$ cat config.mk
export PLATFORM = sky130hd
export DESIGN_NAME = slip_ctl_queue
export DESIGN_NICKNAME = d
export VERILOG_FILES = /design/src/rtl/slipq_pkg.sv /design/src/rtl/slipq_tally.sv /design/src/rtl/slipq_size.sv /design/src/rtl/slipq_tokens.sv /design/src/rtl/slip_ctl_queue.sv
export SDC_FILE = /design/constraint.sdc
export NUM_CORES = 1
export LEC_CHECK = 0
export BUFFER_PORTS_ARGS = -buffer_cell sky130_fd_sc_hd__buf_2
export CAP_MARGIN = 20
export CORE_MARGIN = 4
export CORE_UTILIZATION = 35
export CTS_CLUSTER_DIAMETER = 50
export DETAILED_ROUTE_END_ITERATION = 8
export PLACE_DENSITY = 0.5
export SETUP_SLACK_MARGIN = 0.3
export SLEW_MARGIN = 20
export SYNTH_ARGS = -nofsm -noshare
export SYNTH_HDL_FRONTEND = slang
export SYNTH_SLANG_ARGS = --single-unit
$ cat constraint.sdc
create_clock -name clk -period 3.7 [get_ports clk]
set_clock_uncertainty 0.05 [all_clocks]
set_input_delay 0.74 -clock clk [delete_from_list [all_inputs] [get_ports clk]]
set_output_delay 0.74 -clock clk [all_outputs]
set_load 0.03 [all_outputs]
$ cat src/rtl/slipq_pkg.sv
package slipq_pkg;

  // Outcome of one adaptation decision
  typedef enum logic [1:0] {
    ADJ_NONE   = 2'd0,
    ADJ_HOLD   = 2'd1,
    ADJ_GROW   = 2'd2,
    ADJ_SHRINK = 2'd3
  } adj_e;

endpackage

$ cat src/rtl/slipq_tally.sv
// Counts classified prefetch events over a fixed window and produces the
// grow/shrink verdict on the event that closes the window.
module slipq_tally #(
  parameter int WINDOW = 16
) (
  input  logic clk,
  input  logic rst_n,
  input  logic evt_valid,
  input  logic evt_late,
  output logic decide_o,
  output logic grow_o
);

  localparam int CW = $clog2(WINDOW + 1);

  logic [CW-1:0] evt_cnt_q, evt_cnt_d;
  logic [CW-1:0] late_q, late_d;
  logic [CW-1:0] late_tot, seen_tot, use_tot;
  logic          evt_en;
  logic          last_evt;

  assign evt_en   = evt_valid;
  assign seen_tot = evt_cnt_q + CW'(1);
  assign late_tot = late_q + CW'(evt_late);
  assign use_tot  = seen_tot - late_tot;
  assign last_evt = evt_valid && (seen_tot == CW'(WINDOW));

  assign decide_o = last_evt;
  assign grow_o   = ({late_tot, 1'b0} > {1'b0, use_tot});

  always_comb begin
    evt_cnt_d = evt_cnt_q;
    late_d    = late_q;
    if (last_evt) begin
      evt_cnt_d = '0;
      late_d    = '0;
    end else if (evt_valid) begin
      evt_cnt_d = seen_tot;
      late_d    = late_tot;
    end
  end

  always_ff @(posedge clk or negedge rst_n) begin
    if (!rst_n) begin
      evt_cnt_q <= '0;
      late_q    <= '0;
    end else if (evt_en) begin
      evt_cnt_q <= evt_cnt_d;
      late_q    <= late_d;
    end
  end


  window_bound_chk: assert property (@(posedge clk) disable iff (!rst_n)
    evt_cnt_q < CW'(WINDOW));


  window_restart_chk: assert property (@(posedge clk) disable iff (!rst_n)
    decide_o |=> (evt_cnt_q == '0 && late_q == '0));


  late_le_seen_chk: assert property (@(posedge clk) disable iff (!rst_n)
    late_q <= evt_cnt_q);

endmodule

$ cat src/rtl/slipq_size.sv
// Holds the adaptive queue size and applies one saturating step per decision.
module slipq_size
  import slipq_pkg::*;
#(
  parameter int MIN_SIZE = 1,
  parameter int MAX_SIZE = 32,
  parameter int RST_SIZE = 4,
  parameter int SW       = 6
) (
  input  logic          clk,
  input  logic          rst_n,
  input  logic          decide_i,
  input  logic          grow_i,
  input  logic          buf_full_i,
  output logic [SW-1:0] size_o
);

  logic [SW-1:0] size_q, size_d;
  logic          size_en;
  adj_e          adj;

  always_comb begin
    if (!decide_i)       adj = ADJ_NONE;
    else if (buf_full_i) adj = ADJ_HOLD;
    else if (grow_i)     adj = ADJ_GROW;
    else                 adj = ADJ_SHRINK;
  end

  assign size_en = (adj == ADJ_GROW) || (adj == ADJ_SHRINK);

  always_comb begin
    size_d = size_q;
    case (adj)
      ADJ_GROW:   if (size_q < SW'(MAX_SIZE)) size_d = size_q + SW'(1);
      ADJ_SHRINK: if (size_q > SW'(MIN_SIZE)) size_d = size_q - SW'(1);
      default:    size_d = size_q;
    endcase
  end

  always_ff @(posedge clk or negedge rst_n) begin
    if (!rst_n)       size_q <= SW'(RST_SIZE);
    else if (size_en) size_q <= size_d;
  end

  assign size_o = size_q;


  size_range_chk: assert property (@(posedge clk) disable iff (!rst_n)
    (size_q >= SW'(MIN_SIZE)) && (size_q <= SW'(MAX_SIZE)));


  full_hold_chk: assert property (@(posedge clk) disable iff (!rst_n)
    (decide_i && buf_full_i) |=> $stable(size_q));


  no_decide_stable_chk: assert property (@(posedge clk) disable iff (!rst_n)
    !decide_i |=> $stable(size_q));


  single_step_chk: assert property (@(posedge clk) disable iff (!rst_n)
    !$stable(size_q) |-> (size_q == $past(size_q) + SW'(1) ||
                          size_q == $past(size_q) - SW'(1)));

endmodule

$ cat src/rtl/slipq_tokens.sv
// Outstanding-token counter gated by the current size.
module slipq_tokens #(
  parameter int MAX_SIZE = 32,
  parameter int SW       = 6
) (
  input  logic          clk,
  input  logic          rst_n,
  input  logic          put_valid_i,
  input  logic          get_valid_i,
  input  logic [SW-1:0] size_i,
  output logic          put_ready_o,
  output logic          get_ready_o
);

  logic [SW-1:0] cnt_q, cnt_d;
  logic          put_fire, get_fire, cnt_en;

  assign put_ready_o = (cnt_q < size_i);
  assign get_ready_o = (cnt_q != '0);
  assign put_fire    = put_valid_i && put_ready_o;
  assign get_fire    = get_valid_i && get_ready_o;
  assign cnt_en      = put_fire ^ get_fire;

  always_comb begin
    cnt_d = cnt_q;
    if (put_fire && !get_fire)      cnt_d = cnt_q + SW'(1);
    else if (get_fire && !put_fire) cnt_d = cnt_q - SW'(1);
  end

  always_ff @(posedge clk or negedge rst_n) begin
    if (!rst_n)      cnt_q <= '0;
    else if (cnt_en) cnt_q <= cnt_d;
  end


  no_overflow_chk: assert property (@(posedge clk) disable iff (!rst_n)
    cnt_q <= SW'(MAX_SIZE));


  blocked_put_chk: assert property (@(posedge clk) disable iff (!rst_n)
    (put_valid_i && !put_ready_o) |=> (cnt_q <= $past(cnt_q)));


  empty_get_chk: assert property (@(posedge clk) disable iff (!rst_n)
    (!get_ready_o && !put_valid_i) |=> (cnt_q == '0));


  over_size_chk: assert property (@(posedge clk) disable iff (!rst_n)
    (cnt_q >= size_i) |-> !put_ready_o);

endmodule

$ cat src/rtl/slip_ctl_queue.sv
// Adaptive run-ahead token queue between a prefetching and a loading stream.
module slip_ctl_queue #(
  parameter int MIN_SIZE = 1,
  parameter int MAX_SIZE = 32,
  parameter int RST_SIZE = 4,
  parameter int WINDOW   = 16
) (
  input  logic                             clk,
  input  logic                             rst_n,
  input  logic                             put_valid,
  output logic                             put_ready,
  input  logic                             get_valid,
  output logic                             get_ready,
  input  logic                             evt_valid,
  input  logic                             evt_late,
  input  logic                             pfb_full,
  output logic [$clog2(MAX_SIZE+1)-1:0]    size
);

  localparam int SW = $clog2(MAX_SIZE + 1);

  logic          decide, grow;
  logic [SW-1:0] size_w;

  slipq_tally #(.WINDOW(WINDOW)) u_tally (
    .clk       (clk),
    .rst_n     (rst_n),
    .evt_valid (evt_valid),
    .evt_late  (evt_late),
    .decide_o  (decide),
    .grow_o    (grow)
  );

  slipq_size #(
    .MIN_SIZE (MIN_SIZE),
    .MAX_SIZE (MAX_SIZE),
    .RST_SIZE (RST_SIZE),
    .SW       (SW)
  ) u_size (
    .clk        (clk),
    .rst_n      (rst_n),
    .decide_i   (decide),
    .grow_i     (grow),
    .buf_full_i (pfb_full),
    .size_o     (size_w)
  );

  slipq_tokens #(
    .MAX_SIZE (MAX_SIZE),
    .SW       (SW)
  ) u_tokens (
    .clk         (clk),
    .rst_n       (rst_n),
    .put_valid_i (put_valid),
    .get_valid_i (get_valid),
    .size_i      (size_w),
    .put_ready_o (put_ready),
    .get_ready_o (get_ready)
  );

  assign size = size_w;


  pair_keep_chk: assert property (@(posedge clk) disable iff (!rst_n)
    (put_valid && put_ready && get_valid && get_ready) |=> (get_ready));

endmodule

==> results of run 1 <==
power by group:
part	total, mW	internal [mW]	switching [mW]
clock network	0.180	0.0951	0.0845
registers	0.452	0.334	0.118
logic	1.72	0.854	0.863
total	2.35	1.28	1.07
final cells by class:
cell class	count	area (sq um)
Inverter	19	73.8
Tap cell	70	87.6
Clock buffer	4	55.1
Timing Repair Buffer	38	264
Fill cell	516	2750
Sequential cell	22	554
Multi-Input combinational cell	146	1320
metal layers:
layer / up-vias / track usage [%]
met3: 2 / 3.14
li1: 745 / -
met5: - / 0
met1: 716 / 17.8
met4: 0 / 1.86
met2: 23 / 24.5
flip-flops by register name, indices dropped and copies added (netlist names):
name	count
u_size.size_o	6
u_tokens.cnt_q	6
u_tally.evt_cnt_q	5
u_tally.late_q	5
through the flow:
stage / hold WS, ps / setup WS (ps) / instances / power, mW
CTS: 420 / -96.3 / 293 / 2.23
global route: 443 / -306 / 299 / 2.56
finish: 405 / -183 / 299 / 2.35
floorplan: 394 / -126 / 192 / 1.58
global placement: 452 / -280 / 286 / 1.91
detailed placement: 453 / -447 / 286 / 1.97
kinds of logic (layout without fill, tap and decap cells):
group | Yosys count | count (layout)
flops | 22 | 22
simple gates | 54 | 54
xor+xnor | 25 | 25
fa+ha+maj | 25 | 25
compound gates | 36 | 36
mux | 6 | 6
buf+inv | 24 | 61
critical path, cell delays in order:
cell and delay [ps]:
buf_6 100, ha_4 160, ha_4 270, inv_2 40
fa_2 330, maj3_2 310, a21oi_2 130, xnor2_1 140
ha_1 310, and3_1 170, mux2i_1 240, nand4_4 180
a2111oi_4 320, and3b_2 290, nor2b_4 150, xnor2_2 130
worst paths after layout:
path,to,depth (start not counted)
hold / removal,u_tally.late_q[0]$_DFFE_PN0P_,1
setup / recovery,u_size.size_o[3]$_DFFE_PN0P_,16
setup reg to reg,u_size.size_o[3]$_DFFE_PN0P_,15
min in group clk,u_tokens.cnt_q[5]$_DFFE_PN0P_,1
hold reg to reg,u_tokens.cnt_q[5]$_DFFE_PN0P_,1
max in group asynchronous,u_size.size_o[1]$_DFFE_PN0P_,1
placed cells by master (no fill, tap or decap), drive strengths merged, types with 3 or more instances in the layout:
cell type  synthesis  layout
inv               19      19
dfrtp             21      21
o22ai              8       8
o21ai              7       7
mux2i              4       4
nor3               4       4
nor2               8       8
nand2b             5       5
xor2               5       5
a21oi              8       8
nand3             10      10
nor2b              4       4
nand2             11      11
buf                2      38
clkbuf             3       4
ha                22      22
xnor2             20      20
nor4               3       3
repair_timing:
| action | in CTS | in global routing |
|---|---|---|
| endpoints found under the setup margin | 6 | 7 |
| setup buffers | 3 | 6 |
| resized for setup | 9 | 10 |
| hold buffers | 0 | 0 |
| pin swaps | 3 | 4 |
==> results.cfg, run 1 <==
[setup_path]
crit_path_start = evt_late
r2r-start = u_tally.late_q[0]$_DFFE_PN0P_
r2r_slack_ps = -60
cp-start-kind = primary input
cp_max_fo = 6
cp_data_required_time_ps = 3800
arrival_ps = 3990
critical_path_class = in2reg
cp-end-kind = flop

[placement]
placed_area_sq_mm = 0.00215
hpwl_microns = 3130
numPortBuffers = 14
gp_congestion = 0.800

[die]
core_area_sq_mm = 0.00511
ioPinCount = 15
die_area_sq_mm = 0.00651
die_h_microns = 80.7
die_w_microns = 80.7
fp-row-count = 26
initial_utilization_pct = 36.2

[synthesis]
synth_compound_area_share_pct = 13.9
muxShareOfSynthArea_pct = 3.39
synthesis.nets = 223
yosysTopAreaCell = dfrtp_1
ys.flop_type = dfrtp_1
synth_top_family_by_area = adder cells
yosys.area_share.simple_pct = 16.2
yosys.cell_count.top_type = ha_1
synth-seq-cells = 22
yosysWarnings = 0
synth-edff-count = 0
synth_xor_xnor_area_share_pct = 13.3
synth_fa_ha_area_share_pct = 17.6
seq_area_frac_synth_pct = 29.9
async_reset_ff_share_pct = 100
synth.distinct_cells = 47
syn_inst = 192
syn_avg_cell_area_sq_um = 9.63
synth_top_area_share_pct = 28.4
syn-cell-area_sq_mm = 0.00185
synthTopCellsByCount = ha_1, dfrtp_1, inv_1, xnor2_1, nand2_1
synthTopCellsByArea = dfrtp_1, ha_1, xnor2_1

[clock_network]
path_clk_slew_ps = 90
cts_root_buffer = clkbuf_8
cts_tree = done
clk_latency_ps = 270
cts_buffer_depth = 2
clock_sinks = 22
htree_levels = 1
cts_buffers = 3

[drt]
drtPass1Iterations = 4
viasPerCell = 4.97
vias = 1486
wirelength_microns = 4180
wl_met1_microns = 2000
drcViolationCount = 0
avgRoutedWirePerCell_microns = 14.0
top_layer = met4
wl_met2_microns = 2040
antenna_left = 0
first_iter_violations = 37
wl_met3_microns = 125

[sta]
final.min_clock_period_ps = 3880
post-route-period-util_pct = 105
hold_viol_final = 0
fmax_mhz = 258
max_slew_margin_pct = 62.1
fin_ws_ps = -183
fin_setup_tns_ps = -764
rsz0062_at_grt = yes
setup_viol = 6
tightest_slew_ps = 568
final-max-slew-violation-count = 0

[run_status]
violations = negative setup slack
outcome = complete, but fails checks

[cells_and_area]
nets = 261
fin_area_sq_mm = 0.00236
fin_util_pct = 46.1
area_growth_pct = 27.5
diodes = 0
drive_above_1_share_pct = 36.2

[pwr]
power.leakage_nw = 1.02
ir_drop_uv = 386
power.density_mw_per_mm2 = 997

[global_route]
antenna_found_initial = 0
overflow = 0
track_usage_pct = 14.0
grt_pass1_wl_microns = 7110
grt_pass1_vias = 1514
grt_max_degree = 23

[run]
maxCapViolations = 0

[min_path]
hold_class = in2async
No activity file was read; power rests on OpenSTA's default activity.
==> run 2, diff against run 1 <==
--- a/config.mk
+++ b/config.mk
@@ -12,6 +12,7 @@
 export CTS_CLUSTER_DIAMETER = 50
 export DETAILED_ROUTE_END_ITERATION = 8
 export PLACE_DENSITY = 0.5
+export RECOVER_POWER = 50
 export SETUP_SLACK_MARGIN = 0.3
 export SLEW_MARGIN = 20
 export SYNTH_ARGS = -nofsm -noshare
==> results.cfg, run 2 (same netlist as run 1, synthesis figures left out) <==
[cells_and_area]
drive_above_1_share_pct = 35.4
multi_input_area_sq_mm = 0.00132
layout_common_cells = buf_4, dfrtp_1, xnor2_1, ha_1, inv_1
fillCellCount = 518
fin_util_pct = 46.1
area_growth_pct = 27.4
final_common_cell = buf_4
diodes = 0
fin_area_sq_mm = 0.00235
seq_area_sq_um = 554
nets = 261

[run_status]
outcome = complete, but fails checks
violations = negative setup slack

[die]
ioPinCount = 15
core_area_sq_mm = 0.00511
die_area_sq_mm = 0.00651
die_w_microns = 80.7
initial_utilization_pct = 36.2
fp-row-count = 26
die_h_microns = 80.7

[placement]
placed_area_sq_mm = 0.00215
hpwl_microns = 3130
gp_congestion = 0.800
numPortBuffers = 14
place_ws_ps = -447

[global_route]
antenna_found_initial = 0
grt_max_degree = 23
track_usage_pct = 14.0
overflow = 0
grt_pass1_vias = 1514
grt_pass1_wl_microns = 7110

[drt]
vias = 1484
first_iter_violations = 37
drcViolationCount = 0
drtPass1Iterations = 4
viasPerCell = 4.96
avgRoutedWirePerCell_microns = 14.0
wirelength_microns = 4180
antenna_left = 0

[sta]
final.min_clock_period_ps = 3880
setup_viol = 6
post-route-period-util_pct = 105
fmax_mhz = 258
hold_viol_final = 0
tightest_slew_ps = 1360
rsz0062_at_grt = yes
final-max-slew-violation-count = 0
max_slew_margin_pct = 9.10
fin_ws_ps = -182

[clock_network]
cts_buffer_depth = 2
path_clk_slew_ps = 80
cts_tree = done
cts_buffers = 3
clock_sinks = 22
clk_latency_ps = 270
cts_root_buffer = clkbuf_8
htree_levels = 1
cts_hold_buf = 0

[run]
maxCapViolations = 0

[setup_path]
crit_path_start = evt_late
cp-start-kind = primary input
cp_max_fo = 6
arrival_ps = 3990
cp_data_required_time_ps = 3800
r2r-start = u_tally.late_q[0]$_DFFE_PN0P_
cp-end-kind = flop
critical_path_class = in2reg

[pwr]
power.density_mw_per_mm2 = 998
power.leakage_nw = 1.01
ir_drop_uv = 386

[min_path]
min_from = u_tokens.cnt_q[5]$_DFFE_PN0P_
hold_class = reg2reg
-- run 2: worst max-delay path, cell delays in order --
cell       delay (ps)
buf_6             100
ha_4              160
ha_4              270
inv_2              40
fa_2              330
maj3_2            310
a21oi_2           130
xnor2_1           140
ha_1              310
and3_1            170
mux2i_1           240
nand4_4           180
a2111oi_4         320
and3b_2           290
nor2b_4           150
xnor2_2           130
-- run 2: final timing paths --
check                           cells past startpoint  slack [ps]                            end
worst max-delay path                               16        -180   u_size.size_o[3]$_DFFE_PN0P_
worst min-delay path                                1         470  u_tokens.cnt_q[5]$_DFFE_PN0P_
worst max register to register                     15         -60   u_size.size_o[3]$_DFFE_PN0P_
worst min register to register                      1         470  u_tokens.cnt_q[5]$_DFFE_PN0P_
max in group asynchronous                           1        1990   u_size.size_o[1]$_DFFE_PN0P_
min in group asynchronous                           1         710  u_tally.late_q[0]$_DFFE_PN0P_
-- run 2: layout make-up --
type                       instances  area share [%]
tap                               70            3.72
timing repair buffer              38            11.1
inverter                          19            3.14
clock buffer                       4            2.34
multi-input combinational        146            56.1
sequential                        22            23.6
-- run 2: per-stage QoR --
stage	hold slack, ps	setup TNS [ps]	std cells	power [mW]
5_1_grt	484	-1540	299	2.56
3_3_place_gp	452	-1490	286	1.91
2_1_floorplan	394	-255	192	1.58
6_report	466	-763	299	2.35
4_1_cts	420	-281	293	2.23
3_5_place_dp	453	-2300	286	1.97
-- run 2: layer usage --
metal | global-route usage, % | routed length, microns
met5 | 0 | 0
met2 | 24.5 | 2040
met3 | 3.14 | 119
met1 | 17.8 | 2000
met4 | 1.86 | 19
-- run 2: repair_timing --
item	4_1_cts	5_1_grt
endpoints found under the setup margin	6	7
pin swaps	3	4
resized for setup	9	10
setup buffers	3	6
-- run 2: report_power, final --
part | internal (mW) | switching, mW
registers | 0.334 | 0.118
logic | 0.854 | 0.863
clock network | 0.0951 | 0.0845
==> run 3, diff against run 2 <==
==> constraint.sdc (replaced) <==
create_clock -name clk -period 3.7 [get_ports clk]
set_clock_uncertainty 0.05 [all_clocks]
set_input_delay 0 -clock clk [delete_from_list [all_inputs] [get_ports clk]]
set_output_delay 0 -clock clk [all_outputs]
set_load 0.03 [all_outputs]
==> results.cfg, run 3 (same netlist as run 1, synthesis figures left out) <==
[global_route]
grt_pass1_vias = 1440
track_usage_pct = 13.4
overflow = 0
antenna_found_initial = 0
grt_max_degree = 23
grt_pass1_wl_microns = 6820

[cells_and_area]
layoutNonFillerInstCount = 294
area_growth_pct = 26.4
diodes = 0
layout_common_cells = xnor2_1, buf_4, dfrtp_1, ha_1, inv_1
nets = 256
final_common_cell = xnor2_1
drive_above_1_share_pct = 34.4

[setup_path]
arrival_ps = 3790
cp_data_required_time_ps = 3810
cp-end-kind = flop
cp-start-kind = flop
critical_path_class = reg2reg
cp_max_fo = 6

[die]
fp-row-count = 26
core_area_sq_mm = 0.00511
die_area_sq_mm = 0.00651
initial_utilization_pct = 36.2
die_h_microns = 80.7
ioPinCount = 15
die_w_microns = 80.7

[pwr]
power.density_mw_per_mm2 = 997
intPower_mw = 1.29
switching_power_mw = 1.03
p_comb_share_pct = 70.8
p_clk_share_pct = 9.9
power.leakage_nw = 0.981
switching_share_pct = 44.4
ir_drop_uv = 385
power_frac_seq_pct = 19.3

[clock_network]
clk_latency_ps = 270
cts_root_buffer = clkbuf_8
htree_levels = 1
cts_buffer_depth = 2
clock_sinks = 22
path_clk_slew_ps = 90
cts_tree = done
cts_buffers = 3

[sta]
rsz0062_at_grt = yes
fmax_mhz = 272
final-max-slew-violation-count = 0
tightest_slew_ps = 1230
hold_viol_final = 0
setup_viol = 0
post-route-period-util_pct = 99.5
final.min_clock_period_ps = 3680
fin_ws_ps = 16.8
max_slew_margin_pct = 18.1

[placement]
place_ws_ps = 2.95
numPortBuffers = 14
gp_congestion = 0.796
dp.cells = 274
hpwl_microns = 2920

[drt]
avgRoutedWirePerCell_microns = 13.7
first_iter_violations = 24
wirelength_microns = 4020
viasPerCell = 4.91
antenna_left = 0
vias = 1444
drcViolationCount = 0
drtPass1Iterations = 4

[run]
maxCapViolations = 0

[min_path]
hold_class = in2reg

[run_status]
outcome = finished, final reports clean
[run 3: final timing paths]
| path | from | to | slack (ps) | cells after the start |
|---|---|---|---|---|
| worst min-delay path | evt_valid | u_tally.late_q[1]$_DFFE_PN0P_ | 40 | 2 |
| worst min register to register | u_size.size_o[4]$_DFFE_PN0P_ | u_size.size_o[4]$_DFFE_PN0P_ | 470 | 1 |
| worst max register to register | u_tally.late_q[0]$_DFFE_PN0P_ | u_size.size_o[3]$_DFFE_PN0P_ | 20 | 16 |
| min in group asynchronous | rst_n | u_tally.late_q[0]$_DFFE_PN0P_ | 460 | 2 |
| max in group asynchronous | rst_n | u_size.size_o[1]$_DFFE_PN0P_ | 2320 | 2 |
| worst max-delay path | u_tally.late_q[0]$_DFFE_PN0P_ | u_size.size_o[3]$_DFFE_PN0P_ | 20 | 16 |
[run 3: timing repair]
action,in CTS,in global routing
endpoints found under the setup margin,7,8
gates resized for setup,7,13
pin swaps,5,14
buffers inserted,2,13
cloned,0,0
hold buffers,1,0
hold endpoints to repair,21,0
[run 3: power by group through the flow]
stage                     clock [mW]  combinational (mW)  sequential (mW)
after global placement             0                1.36            0.449
after CTS                      0.237                1.45            0.450
after detailed placement           0                1.40            0.452
final                          0.230                1.65            0.449
after floorplan                    0                1.14            0.441
after global routing           0.251                1.85            0.468
[run 3: through the flow]
step | utilization (%) | setup TNS [ps] | hold WS (ps) | cell area [sq um] | power [mW]
floorplan | - | 0 | -346 | 1920 | 1.58
global placement | 40.4 | 0 | -46.7 | 2070 | 1.81
detailed placement | 40.4 | 0 | -41.2 | 2070 | 1.85
CTS | 42.7 | -1.83 | 38.5 | 2180 | 2.14
global route | 45.7 | -963 | 52.0 | 2340 | 2.57
finish | 45.7 | 0 | 41.7 | 2340 | 2.33
[run 3: cell type report]
class                           count  area, sq um
Fill cell                         480         2770
Clock inverter                      1         30.0
Tap cell                           70         87.6
Sequential cell                    22          556
Inverter                           19         76.3
Clock buffer                        3         41.3
Multi-Input combinational cell    146         1330
Timing Repair Buffer               33          213
[run 3: worst max-delay path, stage by stage, from the launching register on]
cell       delay (ps)
dfrtp_1           420
ha_4              180
ha_4              270
inv_4              40
fa_2              330
maj3_2            310
a21oi_2           140
xnor2_1            80
ha_1              360
nand2b_1          130
nor2_1             50
mux2i_1           170
nand4_2           160
a2111oi_2         310
and3b_2           290
nor2b_4           140
xnor2_2           130
[run 3: per-layer routing]
metal / vias up / routed length, microns / GRT usage [%]
met1: 683 / 1930 / 17.7
met2: 23 / 1910 / 22.6
met5: - / 0 / 0
met3: 4 / 146 / 2.80
met4: 0 / 26 / 2.53
li1: 734 / - / -
